### config.mk
export PLATFORM = sky130hd
export DESIGN_NAME = edge_store_lanes
export DESIGN_NICKNAME = d
export VERILOG_FILES = /design/src/rtl/esl_pkg.sv /design/src/rtl/esl_lane_decode.sv /design/src/rtl/esl_cmd_stage.sv /design/src/rtl/edge_store_lanes.sv
export SDC_FILE = /design/constraint.sdc
export NUM_CORES = 1
export LEC_CHECK = 0
export BUFFER_PORTS_ARGS = -buffer_cell sky130_fd_sc_hd__buf_2
export CORE_MARGIN = 3
export CORE_UTILIZATION = 46
export CTS_CLUSTER_SIZE = 24
export DETAILED_ROUTE_END_ITERATION = 8
export GPL_TIMING_DRIVEN = 0
export HOLD_SLACK_MARGIN = 0.15
export PLACE_DENSITY = 0.8
export SYNTH_ARGS = -nofsm -noshare
export SYNTH_HDL_FRONTEND = slang
export SYNTH_SLANG_ARGS = --single-unit
### constraint.sdc
create_clock -name clk -period 1.49 [get_ports clk]
set_input_delay 0.149 -clock clk [delete_from_list [all_inputs] [get_ports clk]]
set_output_delay 0.149 -clock clk [all_outputs]
set_load 0.02 [all_outputs]
### src/rtl/esl_pkg.sv
package esl_pkg;
  typedef enum logic {
    KIND_BEGIN = 1'b0,
    KIND_END   = 1'b1
  } store_kind_e;
endpackage

### src/rtl/esl_lane_decode.sv
module esl_lane_decode #(
  parameter int NBYTES = 4,
  parameter int OFF_W  = 2
) (
  input  esl_pkg::store_kind_e kind,
  input  logic [OFF_W-1:0]     off,
  input  logic [NBYTES*8-1:0]  src,
  output logic [NBYTES-1:0]    be,
  output logic [NBYTES*8-1:0]  lanes,
  output logic                 probe
);
  localparam int DW = NBYTES * 8;

  // Byte idx (0 = most significant lane) lies inside the written span.
  function automatic logic lane_on(input logic is_end, input int o, input int idx);
    if (is_end) return idx < o;
    else        return idx >= o;
  endfunction

  for (genvar i = 0; i < NBYTES; i++) begin : g_lane
    logic on;
    assign on                       = lane_on(kind == esl_pkg::KIND_END, int'(off), i);
    assign be[NBYTES-1-i]           = on;
    assign lanes[DW-1-8*i -: 8]     = on ? src[DW-1-8*i -: 8] : 8'h00;
  end

  assign probe = (kind == esl_pkg::KIND_END) && (off == '0);
endmodule

### src/rtl/esl_cmd_stage.sv
module esl_cmd_stage #(
  parameter int WAW    = 30,
  parameter int NBYTES = 4
) (
  input  logic                clk,
  input  logic                rst_n,
  input  logic                load,
  input  logic                drain,
  input  logic [WAW-1:0]      in_addr,
  input  logic [NBYTES-1:0]   in_be,
  input  logic [NBYTES*8-1:0] in_data,
  input  logic                in_probe,
  output logic                out_valid,
  output logic [WAW-1:0]      out_addr,
  output logic [NBYTES-1:0]   out_be,
  output logic [NBYTES*8-1:0] out_data,
  output logic                out_probe
);
  logic stalled;
  assign stalled = out_valid && !drain;

  always_ff @(posedge clk) begin
    if (!rst_n) begin
      out_valid <= 1'b0;
      out_addr  <= '0;
      out_be    <= '0;
      out_data  <= '0;
      out_probe <= 1'b0;
    end else if (load) begin
      out_valid <= 1'b1;
      out_addr  <= in_addr;
      out_be    <= in_be;
      out_data  <= in_data;
      out_probe <= in_probe;
    end else if (drain) begin
      out_valid <= 1'b0;
    end
  end

  // a stalled command holds every field
  a_r9_hold_stable: assert property (@(posedge clk) disable iff (!rst_n)
    stalled |=> out_valid && $stable(out_addr) && $stable(out_be)
                && $stable(out_data) && $stable(out_probe));

  // a probe-only command writes no lane
  a_r6_probe_no_bytes: assert property (@(posedge clk) disable iff (!rst_n)
    out_valid && out_probe |-> out_be == '0 && out_data == '0);
endmodule

### src/rtl/edge_store_lanes.sv
module edge_store_lanes #(
  parameter int ADDR_W = 32,
  parameter int DATA_W = 32
) (
  input  logic                       clk,
  input  logic                       rst_n,
  input  logic                       req_valid,
  output logic                       req_ready,
  input  logic                       req_is_end,
  input  logic [ADDR_W-1:0]          req_addr,
  input  logic [DATA_W-1:0]          req_data,
  output logic                       cmd_valid,
  input  logic                       cmd_ready,
  output logic [ADDR_W-$clog2(DATA_W/8)-1:0] cmd_word_addr,
  output logic [DATA_W/8-1:0]        cmd_be,
  output logic [DATA_W-1:0]          cmd_data,
  output logic                       cmd_probe_only
);
  localparam int NBYTES = DATA_W / 8;
  localparam int OFF_W  = $clog2(NBYTES);
  localparam int WAW    = ADDR_W - OFF_W;

  esl_pkg::store_kind_e kind;
  logic [OFF_W-1:0]   off;
  logic [NBYTES-1:0]  dec_be;
  logic [DATA_W-1:0]  dec_lanes;
  logic               dec_probe;
  logic               accept;
  logic               retire;

  assign kind      = req_is_end ? esl_pkg::KIND_END : esl_pkg::KIND_BEGIN;
  assign off       = req_addr[OFF_W-1:0];
  assign req_ready = !cmd_valid || cmd_ready;
  assign accept    = req_valid && req_ready;
  assign retire    = cmd_valid && cmd_ready;

  esl_lane_decode #(.NBYTES(NBYTES), .OFF_W(OFF_W)) u_dec (
    .kind  (kind),
    .off   (off),
    .src   (req_data),
    .be    (dec_be),
    .lanes (dec_lanes),
    .probe (dec_probe)
  );

  esl_cmd_stage #(.WAW(WAW), .NBYTES(NBYTES)) u_stage (
    .clk       (clk),
    .rst_n     (rst_n),
    .load      (accept),
    .drain     (cmd_ready),
    .in_addr   (req_addr[ADDR_W-1:OFF_W]),
    .in_be     (dec_be),
    .in_data   (dec_lanes),
    .in_probe  (dec_probe),
    .out_valid (cmd_valid),
    .out_addr  (cmd_word_addr),
    .out_be    (cmd_be),
    .out_data  (cmd_data),
    .out_probe (cmd_probe_only)
  );

  // an accepted request is visible on the next cycle
  a_r8_one_cycle_latency: assert property (@(posedge clk) disable iff (!rst_n)
    accept |=> cmd_valid);

  // no command is retired without being replaced or cleared
  a_r8_retire_clears: assert property (@(posedge clk) disable iff (!rst_n)
    retire && !req_valid |=> !cmd_valid);

  // only probe-only commands may carry no enables
  a_r6_nonempty_write: assert property (@(posedge clk) disable iff (!rst_n)
    cmd_valid && !cmd_probe_only |-> cmd_be != '0);

  // enables form one contiguous span touching a word edge
  a_r3_edge_span: assert property (@(posedge clk) disable iff (!rst_n)
    cmd_valid |-> ((cmd_be & (cmd_be + 1'b1)) == '0)
               || (((~cmd_be) & ((~cmd_be) + 1'b1)) == '0));
endmodule

==> summary.md, run 1 <==
| Metric | Value |
|---|---|
| Status | finished clean |
| Sink Count | a little under 70 |
| Non-Filler Instances | just over 600 |
| Reg clk slew, reported paths | about 70 ps |
| Diodes inserted | 0 |
| Synthesized Nets | 385 |
| M1 GR Usage | a little under a third |
| Core Box Area | around 6000 µm² |
| First-pass iteration count of the detailed router | 4 |
| H-tree levels | 3 |
| Worst-Margin Slew | between 500 and 600 ps |
| Element type at the critical path end | output pin |
| Total Wirelength | 9.91 mm |
| Grt met2 use | approximately 50% |
| Synth warn | 0 |
| Sequential cell area fraction in the yosys report | between 40% and 50% |
| Tot GR Track Use | around 27% |
| Seq cells post-synth | just under 70 |
| Setup TNS | 0 ps |
| Setup WS pre-CTS | 317 ps |
| Initial drt markers | around 140 |
| HP Class | in2reg |
| Largest net degree at the start of global routing | 12 |
| Synth cell types | 30 |
| Slew Viols, Final | 0 |
| CTS tree | done |
| P&R area growth vs syn | 56.7% |
| DR DRC count | 0 |
| Critical path required time | around 1300 ps |
| Die Footprint | between 7000 and 8000 µm² |
| Root Buffer | clkbuf_8 |
| Crit path max fanout | 10 |
| Max Clk Rate | 0.687 GHz |
| First-pass GRT wire length | between 15 and 20 mm |
| Share of cells above drive strength 1 | a little under two fifths |
| Initial core utilization | 48.0% |
| Slew headroom | between 60 and 70% |
| Antenna viol nets, final | 0 |
| Mean post-synth cell area | approximately 9.1 µm² |
| Clk buf depth | 2 |
| Busiest grt layer | met2 |
| Critical path arrival | between 1000 and 1500 ps |
| Detail Placement HPWL | ~6 mm |
| Mapped Area | roughly 2900 µm² |
| Total CTS buffers | 9 |
| Most common cell after layout, fill and taps aside | buf_2 |
| Inst Count DP | 525 |
| Cells after Synth | between 300 and 400 |
| GR Layer Usage met3 | 5.63% |
| Total congestion overflow | 0 |
| Worst setup SP type | flop |
| PortBufs | 135 |
| Fin worst setup slack | between 30 and 40 ps |
| Initial antenna violation count | 0 |
| Routed vias | 3304 |
| Placer Congestion | ~0.78 |
| Crit Path Category | reg2out |
| Power Density | approximately 1000 nW/µm² |
| Vias/cell | roughly 5.5 |
| Vias in the first global route | 3345 |
| FP Rows | 28 |
| Worst Clk Skew | between 7 and 8 ps |
| Setup violations, final | 0 |
| IO Pins | 138 |
| Tmin final | between 1000 and 1500 ps |
| Worst IR Drop VDD | between 0.0006 and 0.0007 V |
| Static Leak | between 0.002 and 0.0025 µW |
| Fin Hold WS | 220 ps |
| # nets final | slightly below 600 |
| Final count of hold timing violations | 0 |
| Most frequent cells in the layout | 141 x buf_2, 68 x dfxtp_1, 62 x dlygate4sd3_1, 57 x a21oi_1, 39 x o21ai_0 |
| Fin crit share | between 90% and 100% |
| Skew-Pair Late Insertion Delay | 330 ps |
| Max-cap violations | 0 |
| Drt wl/cell | 16.4 µm |
| Die Height | ~85 µm |
| Chip Width | between 80 and 90 µm |
[path summary, 6_finish.rpt]
kind / endpoint / startpoint / slack (ps) / cells past startpoint
max reg2reg: u_stage.out_addr[29] / u_stage.out_valid / 180 / 6
min reg2reg: u_stage.out_data[7] / u_stage.out_data[7] / 460 / 2
min: u_stage.out_be[0] / req_is_end / 220 / 3
max: req_ready / u_stage.out_valid / 30 / 5
[Yosys cell counts]
cell type,instances,area [µm²]
inv_8,1,11.3
buf_12,2,40.0
xnor2_2,1,16.3
nor2_4,1,11.3
buf_8,2,30.0
clkbuf_2,7,35.0
nor2_1,1,3.75
clkinv_1,1,3.75
dfxtp_1,68,1360
a21oi_2,3,26.3
a31o_1,1,8.76
nand4_1,8,50.1
o21ai_0,39,195
o22ai_1,8,50.1
nor2b_4,1,13.8
buf_2,7,35.0
ha_1,1,12.5
a211oi_2,1,12.5
a21oi_1,57,285
nand4b_1,8,70.1
a41o_1,8,80.1
nand2_1,26,97.6
o21ai_2,10,87.6
nand3_4,1,17.5
nand3_1,32,160
xor2_2,1,16.3
buf_6,7,78.8
clkbuf_1,7,26.3
inv_4,1,6.26
buf_4,4,30.0
[state kept, by name, indices dropped and copies added, names as in the netlist]
register,flops
u_stage.out_be,4
u_stage.out_addr,30
u_stage.out_probe,1
u_stage.out_valid,1
u_stage.out_data,32
[cells by family (layout without fill, tap and decap cells)]
family,Yosys count,count (layout),synth area share (%)
xor gates and xnor gates,2,2,1.13
buffers and inverters,39,254,10.3
AOI/OAI and AO/OA,127,127,26.0
DFF,68,68,47.4
and+or+nand+nor,78,78,14.8
adders and majority gates,1,1,0.435
[through the flow]
step | util (%) | cell area [µm²] | power (µW)
CTS | 74.8 | 4480 | 4490
global placement | 60.8 | 3640 | 2700
detailed placement | 60.8 | 3640 | 2720
finish | 75.1 | 4500 | 4500
global route | 75.1 | 4500 | 4680
floorplan | - | 2870 | 2440
[report_power, final]
part	leakage [µW]	internal [µW]	total [µW]	switching, µW
clock	0.000107	988	1670	685
combinational	0.00141	390	866	476
sequential	0.000557	1910	1960	49.4
total	0.00208	3290	4500	1210
[worst max-delay path: stages, from the launching register on]
cell and delay (ps):
dfxtp_1 340, nor2b_4 160, buf_8 130, inv_8 50, buf_6 140, buf_4 160
[what timing repair did]
item | in CTS | in global routing
hold endpoints to repair | 62 | 0
setup buffers | 0 | 2
resized for setup | 0 | 2
hold buffers | 62 | 0
endpoints found under the setup margin | 0 | 1
[per-layer routing]
metal,routed length [µm],vias up
li1,-,1564
met1,3940,1571
met2,5140,142
met3,558,27
met4,273,0
met5,0,-
[area by class of cell]
cell class | instances | area [µm²]
Fill cell | 425 | 1490
Sequential cell | 68 | 1360
Timing Repair Buffer | 199 | 1310
Multi-Input combinational cell | 208 | 1210
Buffer | 36 | 279
Clock buffer | 12 | 145
Tap cell | 75 | 93.8
Clock inverter | 4 | 72.6
Inverter | 3 | 21.3
Note: power is estimated with default switching activity, not from simulation.
==> run 2, diff against run 1 <==
--- a/config.mk
+++ b/config.mk
@@ -12,6 +12,7 @@
 export DETAILED_ROUTE_END_ITERATION = 8
 export GPL_TIMING_DRIVEN = 0
 export HOLD_SLACK_MARGIN = 0.15
+export MAX_ROUTING_LAYER = met4
 export PLACE_DENSITY = 0.8
 export SYNTH_ARGS = -nofsm -noshare
 export SYNTH_HDL_FRONTEND = slang
==> constraint.sdc (replaced) <==
create_clock -name clk -period 1.49 [get_ports clk]
set_input_delay 0.0745 -clock clk [delete_from_list [all_inputs] [get_ports clk]]
set_output_delay 0.0745 -clock clk [all_outputs]
set_load 0.02 [all_outputs]
==> run 2 against run 1 <==
Global-route usage grew 0.99 points. Routed wire length grew 0.67%. Final cell count is the same. Register-to-register slack gained 70 ps. Power grew 0.39%. Final area is essentially flat. Core utilization is essentially flat. Largest power group unchanged.
==> summary.md, run 2 (synthesized netlist as in run 1, its figures left out) <==
| Metric | Value |
|---|---|
| Max reg flops | 32 (unchanged) |
| Die Height | 85.0 µm (unchanged) |
| Diodes inserted | 0 (unchanged) |
| Vias in the first global route | 3327 (was 3345) |
| Largest net degree at the start of global routing | 12 (unchanged) |
| Antenna viol nets, final | 0 (unchanged) |
| Sink Count | 68 (unchanged) |
| First-pass GRT wire length | 15.8 mm (was 15.7 mm) |
| Clk buf depth | 2 (unchanged) |
| Crit path max fanout | 10 (unchanged) |
| Most frequent cells in the layout | 142 x buf_2, 68 x dfxtp_1, 64 x dlygate4sd3_1, 57 x a21oi_1, 39 x o21ai_0 (was 141 x buf_2, 68 x dfxtp_1, 62 x dlygate4sd3_1, 57 x a21oi_1, 39 x o21ai_0) |
| Setup TNS | 0 ps (unchanged) |
| Element type at the critical path end | output pin (unchanged) |
| Total congestion overflow | 0 (unchanged) |
| Most common cell after layout, fill and taps aside | buf_2 (unchanged) |
| Biggest regs | u_stage.out_data (32), u_stage.out_addr (30), u_stage.out_be (4) (unchanged) |
| Total Wirelength | 9.98 mm (was 9.91 mm) |
| First-pass iteration count of the detailed router | 4 (unchanged) |
| Share of cells above drive strength 1 | 37.5% (was 37.9%) |
| Crit Path Category | reg2out (unchanged) |
| Critical path required time | 1420 ps (was 1340 ps) |
| # nets final | 595 (unchanged) |
| Final count of hold timing violations | 0 (unchanged) |
| Critical path arrival | 1320 ps (was 1310 ps) |
| Drt wl/cell | 16.5 µm (was 16.4 µm) |
| IO Pins | 138 (unchanged) |
| Worst Setup EP | req_ready (unchanged) |
| Root Buffer | clkbuf_8 (unchanged) |
| PortBufs | 135 (unchanged) |
| Max-cap violations | 0 (unchanged) |
| Reg clk slew, reported paths | 70 ps (about the same) |
| Power Density | 1000 nW/µm² (about the same) |
| Status | finished clean (unchanged) |
| Worst-Margin Slew | 535 ps (was 531 ps) |
| Core Box Area | 5990 µm² (unchanged) |
| Detail Placement HPWL | 6.09 mm (unchanged) |
| CTS tree | done (unchanged) |
| P&R area growth vs syn | 56.7% (about the same) |
| R2R setup slack | 250 ps (was 180 ps) |
| R2R depth | 5 (was 6) |
| Max Clk Rate | 0.717 GHz (was 0.687 GHz) |
| HP Class | in2reg (unchanged) |
| Slew headroom | 64.3% (was 64.6%) |
| Worst Clk Skew | 6.09 ps (was 7.58 ps) |
| Worst setup path startpoint | u_stage.out_valid (unchanged) |
| Chip Width | 85.0 µm (unchanged) |
| Tot GR Track Use | 28.1% (was 27.2%) |
| Static Leak | 0.00207 µW (was 0.00208 µW) |
| DR DRC count | 0 (unchanged) |
| Reg2reg end | u_stage.out_addr[8] (was u_stage.out_addr[29]) |
| FP Rows | 28 (unchanged) |
| Die Footprint | 7230 µm² (unchanged) |
| Largest Register | u_stage.out_data (unchanged) |
| Vias/cell | 5.43 (was 5.46) |
| Initial drt markers | 164 (was 143) |
| H-tree levels | 3 (unchanged) |
| Setup violations, final | 0 (unchanged) |
| Routed vias | 3288 (was 3304) |
| Fin Hold WS | 195 ps (was 220 ps) |
| Worst setup SP type | flop (unchanged) |
| RSZ-0062 raised after global routing | no |
| Post-CTS Resized | 0 (unchanged) |
| Total CTS buffers | 9 (unchanged) |
| Tmin final | 1400 ps (was 1460 ps) |
| Slew Viols, Final | 0 (unchanged) |
| Post-CTS Hold Buffers | 64 (was 62) |
| Initial core utilization | 48.0% (unchanged) |
| Fin crit share | 93.7% (was 97.7%) |
| Worst IR Drop VDD | 0.000652 V (was 0.000657 V) |
| Initial antenna violation count | 0 (unchanged) |
| Placer Congestion | 0.793 (was 0.783) |
| R2r startpoint | u_stage.out_valid (unchanged) |
| Skew-Pair Late Insertion Delay | 340 ps (was 330 ps) |
| Setup bufs post-CTS | 0 (unchanged) |
[run 2: changes by cell type in the layout (fill, tap and decap cells not counted)]
cell,change
buf_2,+1
buf_6,+1
buf_4,-3
dlygate4sd3_1,+2
buf_8,-1
[run 2: worst min path at each step]
stage | startpoint | slack, ps | to | depth (start not counted)
floorplan | req_addr[2] | 220 | u_stage.out_addr[0] | 2
global placement | req_data[11] | 310 | u_stage.out_data[11] | 2
detailed placement | req_data[8] | 320 | u_stage.out_data[8] | 2
CTS | req_addr[0] | 180 | u_stage.out_probe | 5
global route | req_addr[1] | 230 | u_stage.out_be[2] | 4
finish | req_addr[0] | 190 | u_stage.out_probe | 5
[run 2: power by group]
part	total (µW)	internal [µW]	switching [µW]
combinational	865	388	476
sequential	1960	1910	49.6
clock	1690	988	703
[run 2: per-stage QoR]
| stage | setup slack (ps) | total power [µW] | instances | area (µm²) | utilization [%] |
|---|---|---|---|---|---|
| 2_1_floorplan | 262 | 2440 | 315 | 2870 | - |
| 4_1_cts | 98.6 | 4500 | 605 | 4500 | 75.1 |
| 3_5_place_dp | 326 | 2720 | 525 | 3640 | 60.8 |
| 5_1_grt | 42.2 | 4680 | 605 | 4500 | 75.1 |
| 3_3_place_gp | 340 | 2700 | 525 | 3640 | 60.8 |
| 6_report | 94.5 | 4520 | 605 | 4500 | 75.1 |
[run 2: cell type report]
class                   instances  area [µm²]
plain buffers                  36         275
well taps                      75        93.8
inverters                       3        21.3
repair buffers                199        1320
clock buffers                  12         145
fillers                       426        1490
multi-input cells             208        1210
clock inverters                 4        72.6
flip-flops and latches         68        1360
[run 2: worst max-delay path: stages (launching register included)]
cell and delay (ps):
dfxtp_1 310, nor2b_4 120, buf_6 140, inv_8 90
buf_6 150, buf_2 170
[run 2: layer usage]
layer,global-route usage (%),share of wire [%],up-vias
li1,-,-,1562
met5,-,0,-
met3,4.47,6.2,20
met2,50.0,53,152
met4,11.1,2.0,0
met1,31.4,39,1554
==> run 3, diff against run 2 <==
--- a/config.mk
+++ b/config.mk
@@ -6,14 +6,13 @@
 export NUM_CORES = 1
 export LEC_CHECK = 0
 export BUFFER_PORTS_ARGS = -buffer_cell sky130_fd_sc_hd__buf_2
-export CORE_MARGIN = 3
 export CORE_UTILIZATION = 46
 export CTS_CLUSTER_SIZE = 24
 export DETAILED_ROUTE_END_ITERATION = 8
 export GPL_TIMING_DRIVEN = 0
 export HOLD_SLACK_MARGIN = 0.15
 export MAX_ROUTING_LAYER = met4
-export PLACE_DENSITY = 0.8
+export PLACE_DENSITY_LB_ADDON = 0.15
 export SYNTH_ARGS = -nofsm -noshare
 export SYNTH_HDL_FRONTEND = slang
 export SYNTH_SLANG_ARGS = --single-unit
==> run 3 against run 2 <==
Flip-flop and latch count did not move. Die area shrank 9.2%. Count of clock-buffer cells in the layout unchanged. Maximum frequency decreased by 1.2%. Core utilization grew 0.99 points. Sequential share of layout area down 0.22 points. Worst hold slack better by 8.2 ps. Global-route usage up 0.063 points. Via count fell by 3.1%. Final area increased by 0.72%. Clock power up 11%. Largest power group unchanged.
==> summary.md, run 3 (synthesized netlist as in run 1, its figures left out) <==
| Metric | Value |
|---|---|
| Vias/cell | 5.26 (was 5.43) |
| Fin worst setup slack | 77.7 ps (was 94.5 ps) |
| Total Wirelength | 9.00 mm (was 9.98 mm) |
| Drt wl/cell | 14.9 µm (was 16.5 µm) |
| Largest Register | u_stage.out_data (unchanged) |
| Diodes inserted | 0 (unchanged) |
| Die Footprint | 6570 µm² (was 7230 µm²) |
| Skew-Pair Late Insertion Delay | 330 ps (was 340 ps) |
| Largest net degree at the start of global routing | 12 (unchanged) |
| Crit Path Category | reg2out (unchanged) |
| Worst-Margin Slew | 523 ps (was 535 ps) |
| Total congestion overflow | 0 (unchanged) |
| P&R area growth vs syn | 57.8% (was 56.7%) |
| Biggest regs | u_stage.out_data (32), u_stage.out_addr (30), u_stage.out_be (4) (unchanged) |
| Share of cells above drive strength 1 | 37.7% (was 37.5%) |
| Max-cap violations | 0 (unchanged) |
| R2r startpoint | u_stage.out_valid (unchanged) |
| RSZ-0062 raised after global routing | no (unchanged) |
| Routed vias | 3185 (was 3288) |
| R2R setup slack | 250 ps (about the same) |
| Status | finished clean (unchanged) |
| Root Buffer | clkbuf_8 (unchanged) |
| Sink Count | 68 (unchanged) |
| R2R depth | 5 (unchanged) |
| HP Start | req_addr[1] (was req_addr[0]) |
| Static Leak | 0.00209 µW (was 0.00207 µW) |
| IO Pins | 138 (unchanged) |
| FP Rows | 28 (unchanged) |
| Worst setup SP type | flop (unchanged) |
| Power Density | 1040 nW/µm² (was 1000 nW/µm²) |
| Worst IR Drop VDD | 0.000662 V (was 0.000652 V) |
| Core Box Area | 5960 µm² (was 5990 µm²) |
| Die Height | 81.0 µm (was 85.0 µm) |
| Setup WS pre-CTS | 300 ps (was 326 ps) |
| Slew Viols, Final | 0 (unchanged) |
| Max Clk Rate | 0.708 GHz (was 0.717 GHz) |
| Clk buf depth | 2 (unchanged) |
| Reg clk slew, reported paths | 70 ps (about the same) |
| Most frequent cells in the layout | 142 x buf_2, 68 x dfxtp_1, 64 x dlygate4sd3_1, 57 x a21oi_1, 39 x o21ai_0 (unchanged) |
| Setup violations, final | 0 (unchanged) |
| Tot GR Track Use | 28.2% (was 28.1%) |
| Reg2reg end | u_stage.out_addr[7] (was u_stage.out_addr[8]) |
| Worst Clk Skew | 5.16 ps (was 6.09 ps) |
| Detail Placement HPWL | 5.69 mm (was 6.09 mm) |
| Chip Width | 81.0 µm (was 85.0 µm) |
| Setup TNS | 0 ps (unchanged) |
| H-tree levels | 3 (unchanged) |
| Fin crit share | 94.8% (was 93.7%) |
| Antenna viol nets, final | 0 (unchanged) |
| Max reg flops | 32 (unchanged) |
| CTS tree | done (unchanged) |
| Final count of hold timing violations | 0 (unchanged) |
| Element type at the critical path end | output pin (unchanged) |
| Tmin final | 1410 ps (was 1400 ps) |
| Total CTS buffers | 9 (unchanged) |
| Worst hold endpoint | u_stage.out_be[2] (was u_stage.out_probe) |
| Post-CTS Resized | 0 (unchanged) |
| PortBufs | 135 (unchanged) |
| First-pass iteration count of the detailed router | 4 (unchanged) |
| Critical path required time | 1420 ps (about the same) |
| Most common cell after layout, fill and taps aside | buf_2 (unchanged) |
| Initial core utilization | 48.2% (was 48.0%) |
| DR DRC count | 0 (unchanged) |
| Worst hold stages | 4 (was 5) |
| Critical path arrival | 1340 ps (was 1320 ps) |
| Slew headroom | 65.2% (was 64.3%) |
| Initial drt markers | 136 (was 164) |
| Crit path max fanout | 10 (unchanged) |
| HP Class | in2reg (unchanged) |
| # nets final | 595 (unchanged) |
| Initial antenna violation count | 0 (unchanged) |
| Placer Congestion | 0.748 (was 0.793) |
| Vias in the first global route | 3016 (was 3327) |
| First-pass GRT wire length | 13.8 mm (was 15.8 mm) |
## run 3: cell count changes in the layout (fill, tap and decap cells not counted)
cell        before  now
bufinv_16        2    3
clkbuf_1         9    8
clkbuf_8        10   11
clkinvlp_4       1    0
## run 3: power breakdown
part	internal [µW]	switching [µW]
combinational	388	465
sequential	1910	47.4
clock	1200	680
total	3500	1190
## run 3: what timing repair did
item,CTS,global route
endpoints found under the hold margin,63,0
buffers inserted,0,0
hold buffers,64,0
## run 3: worst max-delay path by stage
stage,start,to,slack (ps),cells past startpoint
3_5_place_dp,u_stage.out_valid,u_stage.out_addr[5],300,5
2_1_floorplan,u_stage.out_valid,u_stage.out_be[1],260,5
3_3_place_gp,u_stage.out_valid,u_stage.out_data[15],320,6
4_1_cts,u_stage.out_valid,req_ready,70,5
5_1_grt,u_stage.out_valid,req_ready,10,5
6_report,u_stage.out_valid,req_ready,80,5
## run 3: per-stage QoR
stage | hold WS [ps] | util, % | instances | power (µW) | cell area (µm²)
finish | 203 | 76.1 | 605 | 4700 | 4530
global route | 216 | 76.1 | 605 | 4890 | 4530
CTS | 186 | 76.1 | 605 | 4720 | 4530
detailed placement | 316 | 61.2 | 525 | 2710 | 3640
global placement | 308 | 61.2 | 525 | 2700 | 3640
floorplan | 222 | - | 315 | 2440 | 2870
## run 3: final cells by class
cell class / count / area, µm²
Multi-Input combinational cell: 208 / 1210
Fill cell: 450 / 1420
Buffer: 36 / 275
Sequential cell: 68 / 1360
Tap cell: 75 / 93.8
Timing Repair Buffer: 199 / 1320
Inverter: 3 / 21.3
Clock buffer: 12 / 155
Clock inverter: 4 / 95.1
## run 3: worst max-delay path: stages, from the launching register on
cell	delay, ps
dfxtp_1	340
nor2b_4	150
buf_6	160
inv_8	60
buf_6	140
buf_2	160
## run 3: metal layers
layer	up-vias	routed length (µm)	track usage (%)
met2	136	4450	48.2
met5	-	0	-
met1	1481	3860	33.0
met4	0	128	8.21
met3	13	562	6.18
li1	1555	-	-
